<file path="src/rtl/pic_cmd_port.sv">
module pic_cmd_port #(
  parameter logic [7:0] LEVEL_MASK = 8'hF8
) (
  input  logic       clk,
  input  logic       rst_n,
  input  logic       wr_en,
  input  logic       rd_en,
  input  logic       addr,
  input  logic       elcr_sel,
  input  logic [7:0] wdata,
  output logic [7:0] rdata,
  input  logic [7:0] irq_in,
  input  logic       res_valid,
  input  logic [2:0] res_line,
  input  logic       inta,
  output logic [7:0] irr,
  output logic [7:0] isr,
  output logic [7:0] imr,
  output logic [7:0] elcr,
  output logic [4:0] vec_base,
  output logic [2:0] prio_off,
  output logic       spec_mask,
  output logic       spec_nest,
  output logic       auto_eoi
);

  typedef enum logic [1:0] {ST_RUN, ST_BASE, ST_SKIP, ST_MODE} init_t;

  init_t      st, st_n;
  logic [7:0] prev, irr_n, isr_n, imr_n, prev_n, elcr_n;
  logic [4:0] base_n;
  logic [2:0] off_n;
  logic       read_isr, rsel_n, poll, poll_n, smm_n, nest_n, aeoi_n;
  logic       rot_aeoi, raeoi_n, need4, need4_n;

  wire       wr_cmd = wr_en && !elcr_sel;
  wire       w0     = wr_cmd && !addr;
  wire       w1     = wr_cmd && addr;
  wire       init_w = w0 && wdata[4];
  wire       ctl_w  = w0 && !wdata[4] && wdata[3];
  wire       eoi_w  = w0 && !wdata[4] && !wdata[3];
  wire [2:0] code   = wdata[7:5];
  wire [2:0] wline  = wdata[2:0];
  wire       poll_rd = rd_en && !elcr_sel && poll;
  wire       ack     = inta && res_valid;

  wire [7:0] rise  = irq_in & ~prev;
  wire [7:0] irr_s = ((irr | rise) & ~elcr) | (irq_in & elcr);

  logic [2:0] isr_top;
  logic       isr_any;
  always_comb begin
    isr_any = 1'b0;
    isr_top = 3'd0;
    for (int k = 7; k >= 0; k--) begin
      if (isr[3'(k) + prio_off]) begin
        isr_any = 1'b1;
        isr_top = 3'(k) + prio_off;
      end
    end
  end

  always_comb begin
    irr_n   = irr_s;
    isr_n   = isr;
    imr_n   = imr;
    prev_n  = irq_in;
    elcr_n  = elcr;
    base_n  = vec_base;
    off_n   = prio_off;
    rsel_n  = read_isr;
    poll_n  = poll;
    smm_n   = spec_mask;
    nest_n  = spec_nest;
    aeoi_n  = auto_eoi;
    raeoi_n = rot_aeoi;
    need4_n = need4;
    st_n    = st;

    if (ack) begin
      isr_n[res_line] = 1'b1;
      if (!elcr[res_line]) irr_n[res_line] = 1'b0;
      if (auto_eoi) begin
        isr_n[res_line] = 1'b0;
        if (rot_aeoi) off_n = res_line + 3'd1;
      end
    end

    if (poll_rd) begin
      poll_n = 1'b0;
      if (res_valid) begin
        irr_n[res_line] = 1'b0;
        isr_n[res_line] = 1'b0;
      end
    end

    if (init_w) begin
      irr_n   = 8'd0;
      isr_n   = 8'd0;
      imr_n   = 8'd0;
      prev_n  = 8'd0;
      off_n   = 3'd0;
      base_n  = 5'd0;
      rsel_n  = 1'b0;
      poll_n  = 1'b0;
      smm_n   = 1'b0;
      nest_n  = 1'b0;
      aeoi_n  = 1'b0;
      raeoi_n = 1'b0;
      need4_n = wdata[0];
      st_n    = ST_BASE;
    end else if (ctl_w) begin
      if (wdata[2]) poll_n = 1'b1;
      if (wdata[1]) rsel_n = wdata[0];
      if (wdata[6]) smm_n  = wdata[5];
    end else if (eoi_w) begin
      case (code)
        3'd0, 3'd4: raeoi_n = code[2];
        3'd1, 3'd5: if (isr_any) begin
          isr_n[isr_top] = 1'b0;
          if (code[2]) off_n = isr_top + 3'd1;
        end
        3'd3: isr_n[wline] = 1'b0;
        3'd6: off_n = wline + 3'd1;
        3'd7: begin
          isr_n[wline] = 1'b0;
          off_n = wline + 3'd1;
        end
        default: ;
      endcase
    end

    if (w1) begin
      case (st)
        ST_RUN:  imr_n = wdata;
        ST_BASE: begin
          base_n = wdata[7:3];
          st_n   = ST_SKIP;
        end
        ST_SKIP: st_n = need4 ? ST_MODE : ST_RUN;
        ST_MODE: begin
          nest_n = wdata[4];
          aeoi_n = wdata[1];
          st_n   = ST_RUN;
        end
        default: st_n = ST_RUN;
      endcase
    end

    if (wr_en && elcr_sel) elcr_n = wdata & LEVEL_MASK;
  end

  always_ff @(posedge clk or negedge rst_n) begin
    if (!rst_n) begin
      irr       <= 8'd0;
      isr       <= 8'd0;
      imr       <= 8'd0;
      prev      <= 8'd0;
      elcr      <= 8'd0;
      vec_base  <= 5'd0;
      prio_off  <= 3'd0;
      read_isr  <= 1'b0;
      poll      <= 1'b0;
      spec_mask <= 1'b0;
      spec_nest <= 1'b0;
      auto_eoi  <= 1'b0;
      rot_aeoi  <= 1'b0;
      need4     <= 1'b0;
      st        <= ST_RUN;
    end else begin
      irr       <= irr_n;
      isr       <= isr_n;
      imr       <= imr_n;
      prev      <= prev_n;
      elcr      <= elcr_n;
      vec_base  <= base_n;
      prio_off  <= off_n;
      read_isr  <= rsel_n;
      poll      <= poll_n;
      spec_mask <= smm_n;
      spec_nest <= nest_n;
      auto_eoi  <= aeoi_n;
      rot_aeoi  <= raeoi_n;
      need4     <= need4_n;
      st        <= st_n;
    end
  end

  always_comb begin
    if (elcr_sel)      rdata = elcr;
    else if (poll)     rdata = res_valid ? {5'd0, res_line} : 8'd7;
    else if (addr)     rdata = imr;
    else if (read_isr) rdata = isr;
    else               rdata = irr;
  end

  assert_init_clear_R1: assert property (@(posedge clk) disable iff (!rst_n)
    init_w |=> (isr == 8'd0 && imr == 8'd0 && prio_off == 3'd0 && !auto_eoi && !spec_nest));

  assert_mask_load_R3: assert property (@(posedge clk) disable iff (!rst_n)
    (w1 && st == ST_RUN) |=> imr == $past(wdata));

  assert_eoi_single_R5: assert property (@(posedge clk) disable iff (!rst_n)
    (eoi_w && code == 3'd1 && isr != 8'd0 && !inta && !rd_en)
      |=> $countones(isr) == $countones($past(isr)) - 1);

  assert_poll_disarm_R7: assert property (@(posedge clk) disable iff (!rst_n)
    poll_rd |=> !poll);

  assert_elcr_store_R8: assert property (@(posedge clk) disable iff (!rst_n)
    (wr_en && elcr_sel) |=> elcr == ($past(wdata) & LEVEL_MASK));

  assert_aeoi_keep_R10: assert property (@(posedge clk) disable iff (!rst_n)
    (ack && auto_eoi && !wr_en && !rd_en) |=> isr == $past(isr));

endmodule

</file>
<file path="config.mk">
export PLATFORM = sky130hd
export DESIGN_NAME = pic_cmd_port
export DESIGN_NICKNAME = d
export VERILOG_FILES = /design/src/rtl/pic_cmd_port.sv
export SDC_FILE = /design/constraint.sdc
export NUM_CORES = 1
export LEC_CHECK = 0
export CORE_ASPECT_RATIO = 0.7
export CORE_MARGIN = 3
export CORE_UTILIZATION = 40
export DETAILED_ROUTE_END_ITERATION = 8
export PLACE_DENSITY = 0.69
export SLEW_MARGIN = 0
export SYNTH_ARGS = -nofsm -noshare
export SYNTH_HDL_FRONTEND = slang
export SYNTH_SLANG_ARGS = --single-unit
</file>
<file path="constraint.sdc">
create_clock -name clk -period 4.1 [get_ports clk]
set_clock_uncertainty 0.15 [all_clocks]
set_input_delay 1.025 -clock clk [delete_from_list [all_inputs] [get_ports clk]]
set_output_delay 1.025 -clock clk [all_outputs]
set_load 0.005 [all_outputs]
</file>
======== After elaboration in Yosys (flattened, before gate mapping) ========
Index checks and enable logic that the tools add are counted.
operators by class
  $add $sub $neg .......................... 10
  $lt $le $gt $ge ......................... 14
  equal/unequal tests ..................... 10
  mux-type cells .......................... 99
  bitwise gates (word level) .............. 17
  reductions and logical operators ........ 32
operators with widths
  kind                                                               count
  two-way mux 8 bit                                                  21
  AND 8 bit                                                          9
  two-way mux 3 bit                                                  17
  less-than comparator 3 x 4 -> 1 bit, second input constant         11
  two-way mux 1 bit                                                  40
  inverter 8 bit                                                     5
  binary-select mux 1 bit (select 3 bit)                             9
  OR 8 bit                                                           3
  one-hot mux 8 bit (2 select lines)                                 1
  two-way mux 5 bit                                                  3
  logical AND 1 bit                                                  14
  adder 3 bit, first input constant                                  4
  == test 3 bit, second input constant                               4
  nonzero test 2 bit                                                 5
  adder 3 x 1 -> 3 bit, second input constant                        3
  demux 1 bit (select 3 bit)                                         3
  greater-or-equal comparator 3 x 1 -> 1 bit, second input constant  3
  OR reduction 2 bit                                                 4
  adder 2 x 3 -> 3 bit, first input constant                         2
  two-way mux 2 bit                                                  3
  one-hot mux 2 bit (3 select lines)                                 1
  one-hot mux 3 bit (2 select lines)                                 1
  == test 2 bit, second input constant                               2
  zero test 1 bit                                                    4
  9 further kinds                                                    10
word-level totals
  bits in registers ....................... 54
  input bits .............................. 27
  output and inout bits ................... 51
  logic and storage cells ................. 197

======== Longest topological paths before layout ========
Gate-level depths: netlist (run 1).
  word-level depth ........................ 22
  gate-level depth with buffers ........... 18
  gate-level depth less buffers ........... 14

======== Worst setup path before layout (run 1) ========
Ideal clock, no wire load.
  kind .................................... reg2reg
  start point ............................. reg prio_off[0]
  end point ............................... reg prio_off[1]
  setup time .............................. 132 ps
  arrival ................................. 3516 ps
  setup slack ............................. 303 ps
  cell stages (with the launch flop) ...... 19
  path buffers ............................ 4
  clock period less this slack ............ 3797 ps
  cell sequence ........................... dfrtp_1 > buf_6 > buf_6 > buf_2 > inv_1 > ha_1 > buf_2 > mux4_2 > mux2_4 > or3_1 > a31oi_1 > a311oi_2 > nor2_4 > inv_2 > ha_1 > nand2_1 > mux2i_1 > a31oi_1 > nor2_1
between the ends
  longest elaborated chain between the ends .. 18
  elaborated cells on any way between the ends .. 46
  those cells by class .................... add/sub: 8; mux: 38
RTL lines
  item                                     line    RTL
  from (decl)                              21      output logic [2:0] prio_off,
  from (signal assigned)                   177     prio_off <= off_n;
  adder 3 bit                              56, 58
  binary-select mux 1 bit (select 3 bit)   56      if (isr[3'(k) + prio_off]) begin
  two-way mux 1 bit (implied by the code)  56
  two-way mux 3 bit (8 in a row)           56
  adder 3 x 1 -> 3 bit                     121     if (code[2]) off_n = isr_top + 3'd1;
  two-way mux 3 bit                        121
  two-way mux 3 bit *                      119     3'd1, 3'd5: if (isr_any) begin
  one-hot mux 3 bit (2 select lines) *     117     case (code)
  two-way mux 3 bit *                      116     end else if (eoi_w) begin
  two-way mux 3 bit *                      112     end else if (ctl_w) begin
  two-way mux 3 bit *                      97      if (init_w) begin
  named net off_n[1]                       32      logic [2:0] off_n;
The timed path passes the listed nets; every way through them passes the cells marked *. The select of a mux whose other input is x is not followed.
A chain may end at the register's enable or synchronous reset.

======== Worst setup path after layout (run 1) ========
  start point ............................. in addr
  end point ............................... out rdata[6]
between the ends
  longest elaborated chain between the ends .. 3
RTL lines
  item               line  RTL
  from (decl)        8     input logic addr,
  two-way mux 8 bit  192   else if (addr) rdata = imr;
  two-way mux 8 bit  191   else if (poll) rdata = res_valid ? {5'd0, res_line} : 8'd7;
  two-way mux 8 bit  190   if (elcr_sel) rdata = elcr;
  to (decl)          11    output logic [7:0] rdata,
No other way between the ends.

==> flow_summary_export.csv, run 1 <==
group,metric,value,unit
cells_and_area,nNetsFinal,565,
placed_design,place_congestion,0.898,
detailed_routing,vias,3971,
timing,grt_setup_unrepaired,"false",
detailed_routing,wl_per_cell,19.5,µm
cells_and_area,diodes,0,
timing,fmax,0.253,GHz
clock_network,clock_latency,0.30,ns
floorplanning,core_area,9830,µm²
clock_network,root_buffer,"clkbuf_16",
detailed_routing,dr.pass1.iters,5,
power_and_ir_drop,p_leak,2.03,nW
synthesis,synth_area_leader_cell,"dfrtp_1",
power_and_ir_drop,switching_power,0.00122,W
synthesis,synth.mux.area_fraction,14.7,%
critical_path,reg2reg_to,"prio_off[1]",
critical_path,path_max_fanout,10,
synthesis,syn_area,4090,µm²
grt,grt_util_met3,5.08,%
power_and_ir_drop,power_frac_seq,27.3,%
clock_network,cts_sinks,54,
floorplanning,dieArea,11500,µm²
grt,grt_start_max_net_pins,37,
floorplanning,die_y,90.6,µm
power_and_ir_drop,p_int,0.00165,W
critical_path,r2r_slack,0.34,ns
synthesis,synth_area_leaders,"dfrtp_1 33%, nand2_1 7.2%, mux2i_1 6.1%, mux4_2 6.1%, o21ai_0 4.5%",
synthesis,synth_edf_count,0,
placed_design,dp_hpwl,9470,µm
synthesis,synth-adder-area-share,1.53,%
synthesis,ys_top_cells_by_count,"78 x nand2_1, 54 x dfrtp_1, 37 x o21ai_0",
cells_and_area,fin_area,5060,µm²
cells_and_area,fin_cells,662,
cells_and_area,fillCellCount,895,
timing,tightest_slew,0.736,ns
critical_path,crit_end,"rdata[6]",
power_and_ir_drop,combPwrFrac,55.2,%
critical_path,critPathArrivalTime,2.78,ns
flow_run,cap_violations,0,
power_and_ir_drop,power,0.00287,W
grt,grtUsageTotal,22.2,%
synthesis,syn_avg_cell_area,8.61,µm²
synthesis,synthArstFlopShare,100,%
status,status,"completed",
critical_path,path_cells,"clkdlybuf4s50_1, buf_4, nor2_1, a21oi_1, o21ai_0, clkdlybuf4s50_1",
critical_path,cp.required,2.92,ns
synthesis,synthCells,475,
timing,fin_ws,0.148,ns
grt,grt-busiest-layer,"met1",
critical_path,cp_slowest_stage_delay,0.57,ns
timing,setup_violations,0,
synthesis,synth_compound_area_share,22.7,%
floorplanning,die_w,127,µm
timing,min_period,3.95,ns
timing,drv_slew,0,
clock_network,numCtsBuffers,5,
grt,grt_pass1_wl,20500,µm
cells_and_area,syn2layout_area_growth,23.7,%
clock_network,cts-hold-fix-buffers,0,
floorplanning,ios,78,
cells_and_area,drive_gt1_share,10.3,%
detailed_routing,ant_nets,0,
synthesis,synth_top_family_by_area,"compound AO/OA/AOI/OAI gates",
timing,slew_headroom,50.9,%
timing,fin_crit_sh,96.4,%
detailed_routing,vias_per_cell,6.00,
placed_design,port_buffers,74,
timing,fin_tns_setup,0,ns
critical_path,r2r_cells,15,
grt,grt_pass1_vias,3673,
synthesis,ys_warn_count,0,
grt,grt_use_met2,30.3,%
synthesis,synth_ff_type,"dfrtp_1",
critical_path,startpoint,"addr",
floorplanning,start_util,41.6,%
critical_path,slowest_stage,"clkdlybuf4s50_1",
clock_network,cts_tree,"done",
power_and_ir_drop,clkPwrFrac,17.4,%
floorplanning,row_count,30,
grt,overflow,0,
critical_path,endpoint_kind,"output port",
placed_design,placed_cell_area,4890,µm²
synthesis,synth_cell_types,65,
min_path,min_path_type,"reg -> reg",
power_and_ir_drop,power_density,567,nW/µm²
timing,hold_violations,0,
critical_path,critPathLaunchType,"input port",
grt,grt_util_met1,35.8,%
grt,antenna_found_initial,0,
placed_design,post-place-ws,0.164,ns
critical_path,cp_common_cell,"clkdlybuf4s50_1",
clock_network,clk_pin_slew,0.08,ns
clock_network,cts_buffer_depth,2,
power_and_ir_drop,ir_drop,0.222,mV
detailed_routing,drc,0,
critical_path,reg2reg_from,"prio_off[1]",
synthesis,synth.top_cell.area_share,33.0,%
detailed_routing,totalWireLength,12900,µm
clock_network,post_cts_resized,0,
critical_path,critPathKind,"in -> out",
clock_network,htree_levels,2,
synthesis,yosysSeqAreaShare,33.0,%
clock_network,post_cts_buffers,0,
synthesis,ys_seq_elements,54,
detailed_routing,drt_iter0_drc,351,
placed_design,place_inst,654,
power_and_ir_drop,swShare,42.5,%
synthesis,synth_simple_gate_area_share,20.2,%
synthesis,synth_most_common_cell,"nand2_1",
synthesis,synth_xor_area_share,1.07,%
state kept, by name, indices dropped and copies added (netlist names):
| register | cells |
|---|---|
| spec_nest | 1 |
| prev | 8 |
| auto_eoi | 1 |
| isr | 8 |
| spec_mask | 1 |
| st | 2 |
| vec_base | 5 |
| poll | 1 |
| irr | 8 |
| need4 | 1 |
| imr | 8 |
| rot_aeoi | 1 |
| elcr | 5 |
| prio_off | 3 |
| read_isr | 1 |
worst min path at each step:
stage,slack [ns],cells past startpoint,from,end
finish,0.37,2,spec_mask,spec_mask
global placement,0.34,2,spec_mask,spec_mask
detailed placement,0.35,2,spec_mask,spec_mask
CTS,0.37,2,need4,need4
floorplan,0.32,2,need4,need4
global route,0.40,2,spec_mask,spec_mask
cell type report:
type / instances / area (µm²) / share of cell area, %
Clock buffer: 5 / 125 / 2.47
Clock inverter: 3 / 45.0 / 0.890
Inverter: 16 / 60.1 / 1.19
Multi-Input combinational cell: 367 / 2470 / 48.8
Sequential cell: 54 / 1350 / 26.7
Tap cell: 128 / 160 / 3.16
Timing Repair Buffer: 89 / 848 / 16.8
power groups by stage:
| stage | Sequential (W) | Clock, W | Combinational (W) |
|---|---|---|---|
| global placement | 0.000786 | 0 | 0.00152 |
| floorplan | 0.000730 | 0 | 0.00110 |
| detailed placement | 0.000788 | 0 | 0.00155 |
| finish | 0.000783 | 0.000500 | 0.00158 |
| CTS | 0.000781 | 0.000502 | 0.00156 |
| global route | 0.000797 | 0.000525 | 0.00171 |
layer usage:
metal | part of all wire [%] | wire length, µm
met2 | 42 | 5380
met1 | 48 | 6170
met3 | 9.8 | 1270
met5 | 0 | 0
met4 | 0.55 | 71
critical path: cells and delay by family:
kind | cells | cell delay (ns)
buf+inv | 3 | 1.36
compound gates | 2 | 0.26
simple gates | 1 | 0.14
cells in the final DEF (no fill, tap or decap), types with 12 or more instances in the layout:
master	count
o21ai_0	37
clkdlybuf4s50_1	73
inv_1	14
mux2i_1	25
a21oi_1	23
nand2_1	78
dfrtp_1	54
and2_1	12
nor2_1	36
buf_4	15
through the flow:
step | hold slack, ns | util, %
5_1_grt | 0.396 | 51.5
3_3_place_gp | 0.338 | 49.7
6_report | 0.367 | 51.5
3_5_place_dp | 0.350 | 49.7
2_1_floorplan | 0.319 | -
4_1_cts | 0.371 | 51.5
logic make-up (layout without fill, tap and decap cells):
kind of cell | Yosys count | count (layout)
AND/OR/NAND/NOR | 177 | 177
multiplexers | 45 | 45
adder cells (fa/ha/maj) | 5 | 5
other | 1 | 3
XOR/XNOR | 5 | 5
buffers and inverters | 56 | 113
flip-flops | 54 | 54
AO/OA/AOI/OAI | 132 | 132
No activity file was read; power rests on OpenSTA's default activity.
==> run 2, diff against run 1 <==
--- a/config.mk
+++ b/config.mk
@@ -10,6 +10,7 @@
 export CORE_UTILIZATION = 40
 export DETAILED_ROUTE_END_ITERATION = 8
 export PLACE_DENSITY = 0.69
+export REMOVE_ABC_BUFFERS = 1
 export SLEW_MARGIN = 0
 export SYNTH_ARGS = -nofsm -noshare
 export SYNTH_HDL_FRONTEND = slang
==> run 2 against run 1 <==
Effect of this change:
- critical path depth down 1
- wire length down 2.3%
- sequential share of layout area about the same
- setup slack better by 0.037 ns
- global-route usage down 0.10 points
- maximum frequency up 0.93%
- clock-buffer cell count up 2
- sequential cell count unchanged
- die area unchanged
- worst hold slack worse by 0.0019 ns
- sequential power down 1%
- first-iteration DRC count up 11%
- largest cell class unchanged
==> flow_summary_export.csv, run 2 (same netlist as run 1, synthesis figures left out) <==
group,metric,value,unit
timing,setup_violations,0,
timing,drv_slew,0,
critical_path,r2r_cells,15,
min_path,min_path_type,"reg -> reg",
placed_design,placed_cell_area,4890,µm²
grt,grt_start_max_net_pins,45,
cells_and_area,fin_cells,662,
cells_and_area,mostFrequentLayoutCells,"78 x nand2_1, 73 x clkdlybuf4s50_1, 54 x dfrtp_1",
timing,min_period,3.92,ns
clock_network,numCtsBuffers,5,
timing,grt_setup_unrepaired,"false",
timing,tightest_slew,1.02,ns
grt,grt_pass1_vias,3806,
detailed_routing,drt_iter0_drc,390,
timing,fin_crit_sh,95.5,%
clock_network,root_buffer,"clkbuf_16",
clock_network,cts-hold-fix-buffers,0,
detailed_routing,drc,0,
clock_network,post_cts_resized,0,
detailed_routing,ant_nets,0,
clock_network,clk_pin_slew,0.07,ns
clock_network,htree_levels,2,
floorplanning,die_w,127,µm
detailed_routing,totalWireLength,12600,µm
grt,overflow,0,
placed_design,place_inst,654,
critical_path,endpoint_kind,"output port",
clock_network,cts_tree,"done",
cells_and_area,diodes,0,
grt,grtUsageTotal,22.1,%
power_and_ir_drop,power_density,560,nW/µm²
critical_path,critPathKind,"in -> out",
cells_and_area,final_common_cell,"nand2_1",
cells_and_area,nNetsFinal,565,
timing,slew_headroom,32.2,%
power_and_ir_drop,p_leak,2.03,nW
placed_design,post-place-ws,0.180,ns
critical_path,cp_common_cell,"clkdlybuf4s50_1",
detailed_routing,vias,3908,
floorplanning,core_area,9830,µm²
critical_path,cp_slowest_stage_delay,0.61,ns
clock_network,post_cts_buffers,0,
timing,fin_ws,0.185,ns
detailed_routing,vias_per_cell,5.90,
detailed_routing,wl_per_cell,19.0,µm
cells_and_area,drive_gt1_share,9.93,%
clock_network,cts_buffer_depth,2,
critical_path,path_cells,"clkdlybuf4s50_1, buf_4, a211oi_1, a311oi_1, clkdlybuf4s50_1",
critical_path,cp.required,2.92,ns
cells_and_area,fillCellCount,921,
placed_design,port_buffers,74,
power_and_ir_drop,ir_drop,0.232,mV
detailed_routing,dr.pass1.iters,5,
grt,antenna_found_initial,0,
min_path,hold_depth,2,
timing,fmax,0.255,GHz
floorplanning,row_count,30,
cells_and_area,syn2layout_area_growth,23.5,%
floorplanning,dieArea,11500,µm²
flow_run,cap_violations,0,
critical_path,path_max_fanout,12,
floorplanning,die_y,90.6,µm
timing,fin_tns_setup,0,ns
critical_path,critPathLaunchType,"input port",
critical_path,slowest_stage,"clkdlybuf4s50_1",
cells_and_area,fin_area,5050,µm²
clock_network,cts_sinks,54,
critical_path,critPathArrivalTime,2.74,ns
placed_design,place_congestion,0.836,
status,status,"completed",
floorplanning,start_util,41.6,%
grt,grt_pass1_wl,20600,µm
floorplanning,ios,78,
timing,hold_violations,0,
clock_network,clock_latency,0.29,ns
placed_design,dp_hpwl,9380,µm
==> run 2: changes by cell type in the layout (fill, tap and decap cells not counted) <==
cell	change
clkbuf_1	+2
clkinvlp_4	-2
==> run 2: per-layer routing <==
layer  global-route usage (%)  vias up  share of wire (%)
li1                         -     1828                  -
met1                     33.9     1882                 48
met2                     31.9      179                 43
met3                     5.14       19                8.3
met4                     4.11        0                1.1
met5                        0        -                  0
==> run 2: stage by stage <==
stage               utilization, %  total power [W]  hold slack (ns)
detailed placement            49.7          0.00232            0.345
CTS                           51.4          0.00282            0.369
floorplan                        -          0.00176            0.319
global route                  51.4          0.00303            0.399
global placement              49.7          0.00230            0.345
finish                        51.4          0.00283            0.365
==> run 2: area by class of cell <==
class,instances,area [µm²],share of cell area [%]
multi-input combinational,367,2470,48.9
sequential,54,1350,26.7
timing repair buffer,89,848,16.8
tap,128,160,3.17
clock buffer,7,133,2.62
inverter,16,60.1,1.19
clock inverter,1,30.0,0.594
==> run 2: worst max-delay path, delay by kind of cell <==
family	cells	cell delay, ns
buffers and inverters	3	1.38
AO/OA/AOI/OAI	2	0.33
==> run 2: power by group <==
part	total, W	switching, W	leakage (nW)	internal (W)
sequential	0.000775	0.000145	0.676	0.000630
combinational	0.00157	0.000838	1.27	0.000730
clock	0.000485	0.000196	0.0781	0.000289
total	0.00283	0.00118	2.03	0.00165
==> run 2: final timing paths <==
| check | end | startpoint | slack [ns] |
|---|---|---|---|
| max in group asynchronous | prev[2] | rst_n | 2.30 |
| worst max register to register | prio_off[1] | prio_off[1] | 0.36 |
| worst min register to register | need4 | need4 | 0.36 |
| min in group asynchronous | spec_mask | rst_n | 0.76 |
| worst max-delay path | rdata[2] | addr | 0.18 |
| worst min-delay path | need4 | need4 | 0.36 |
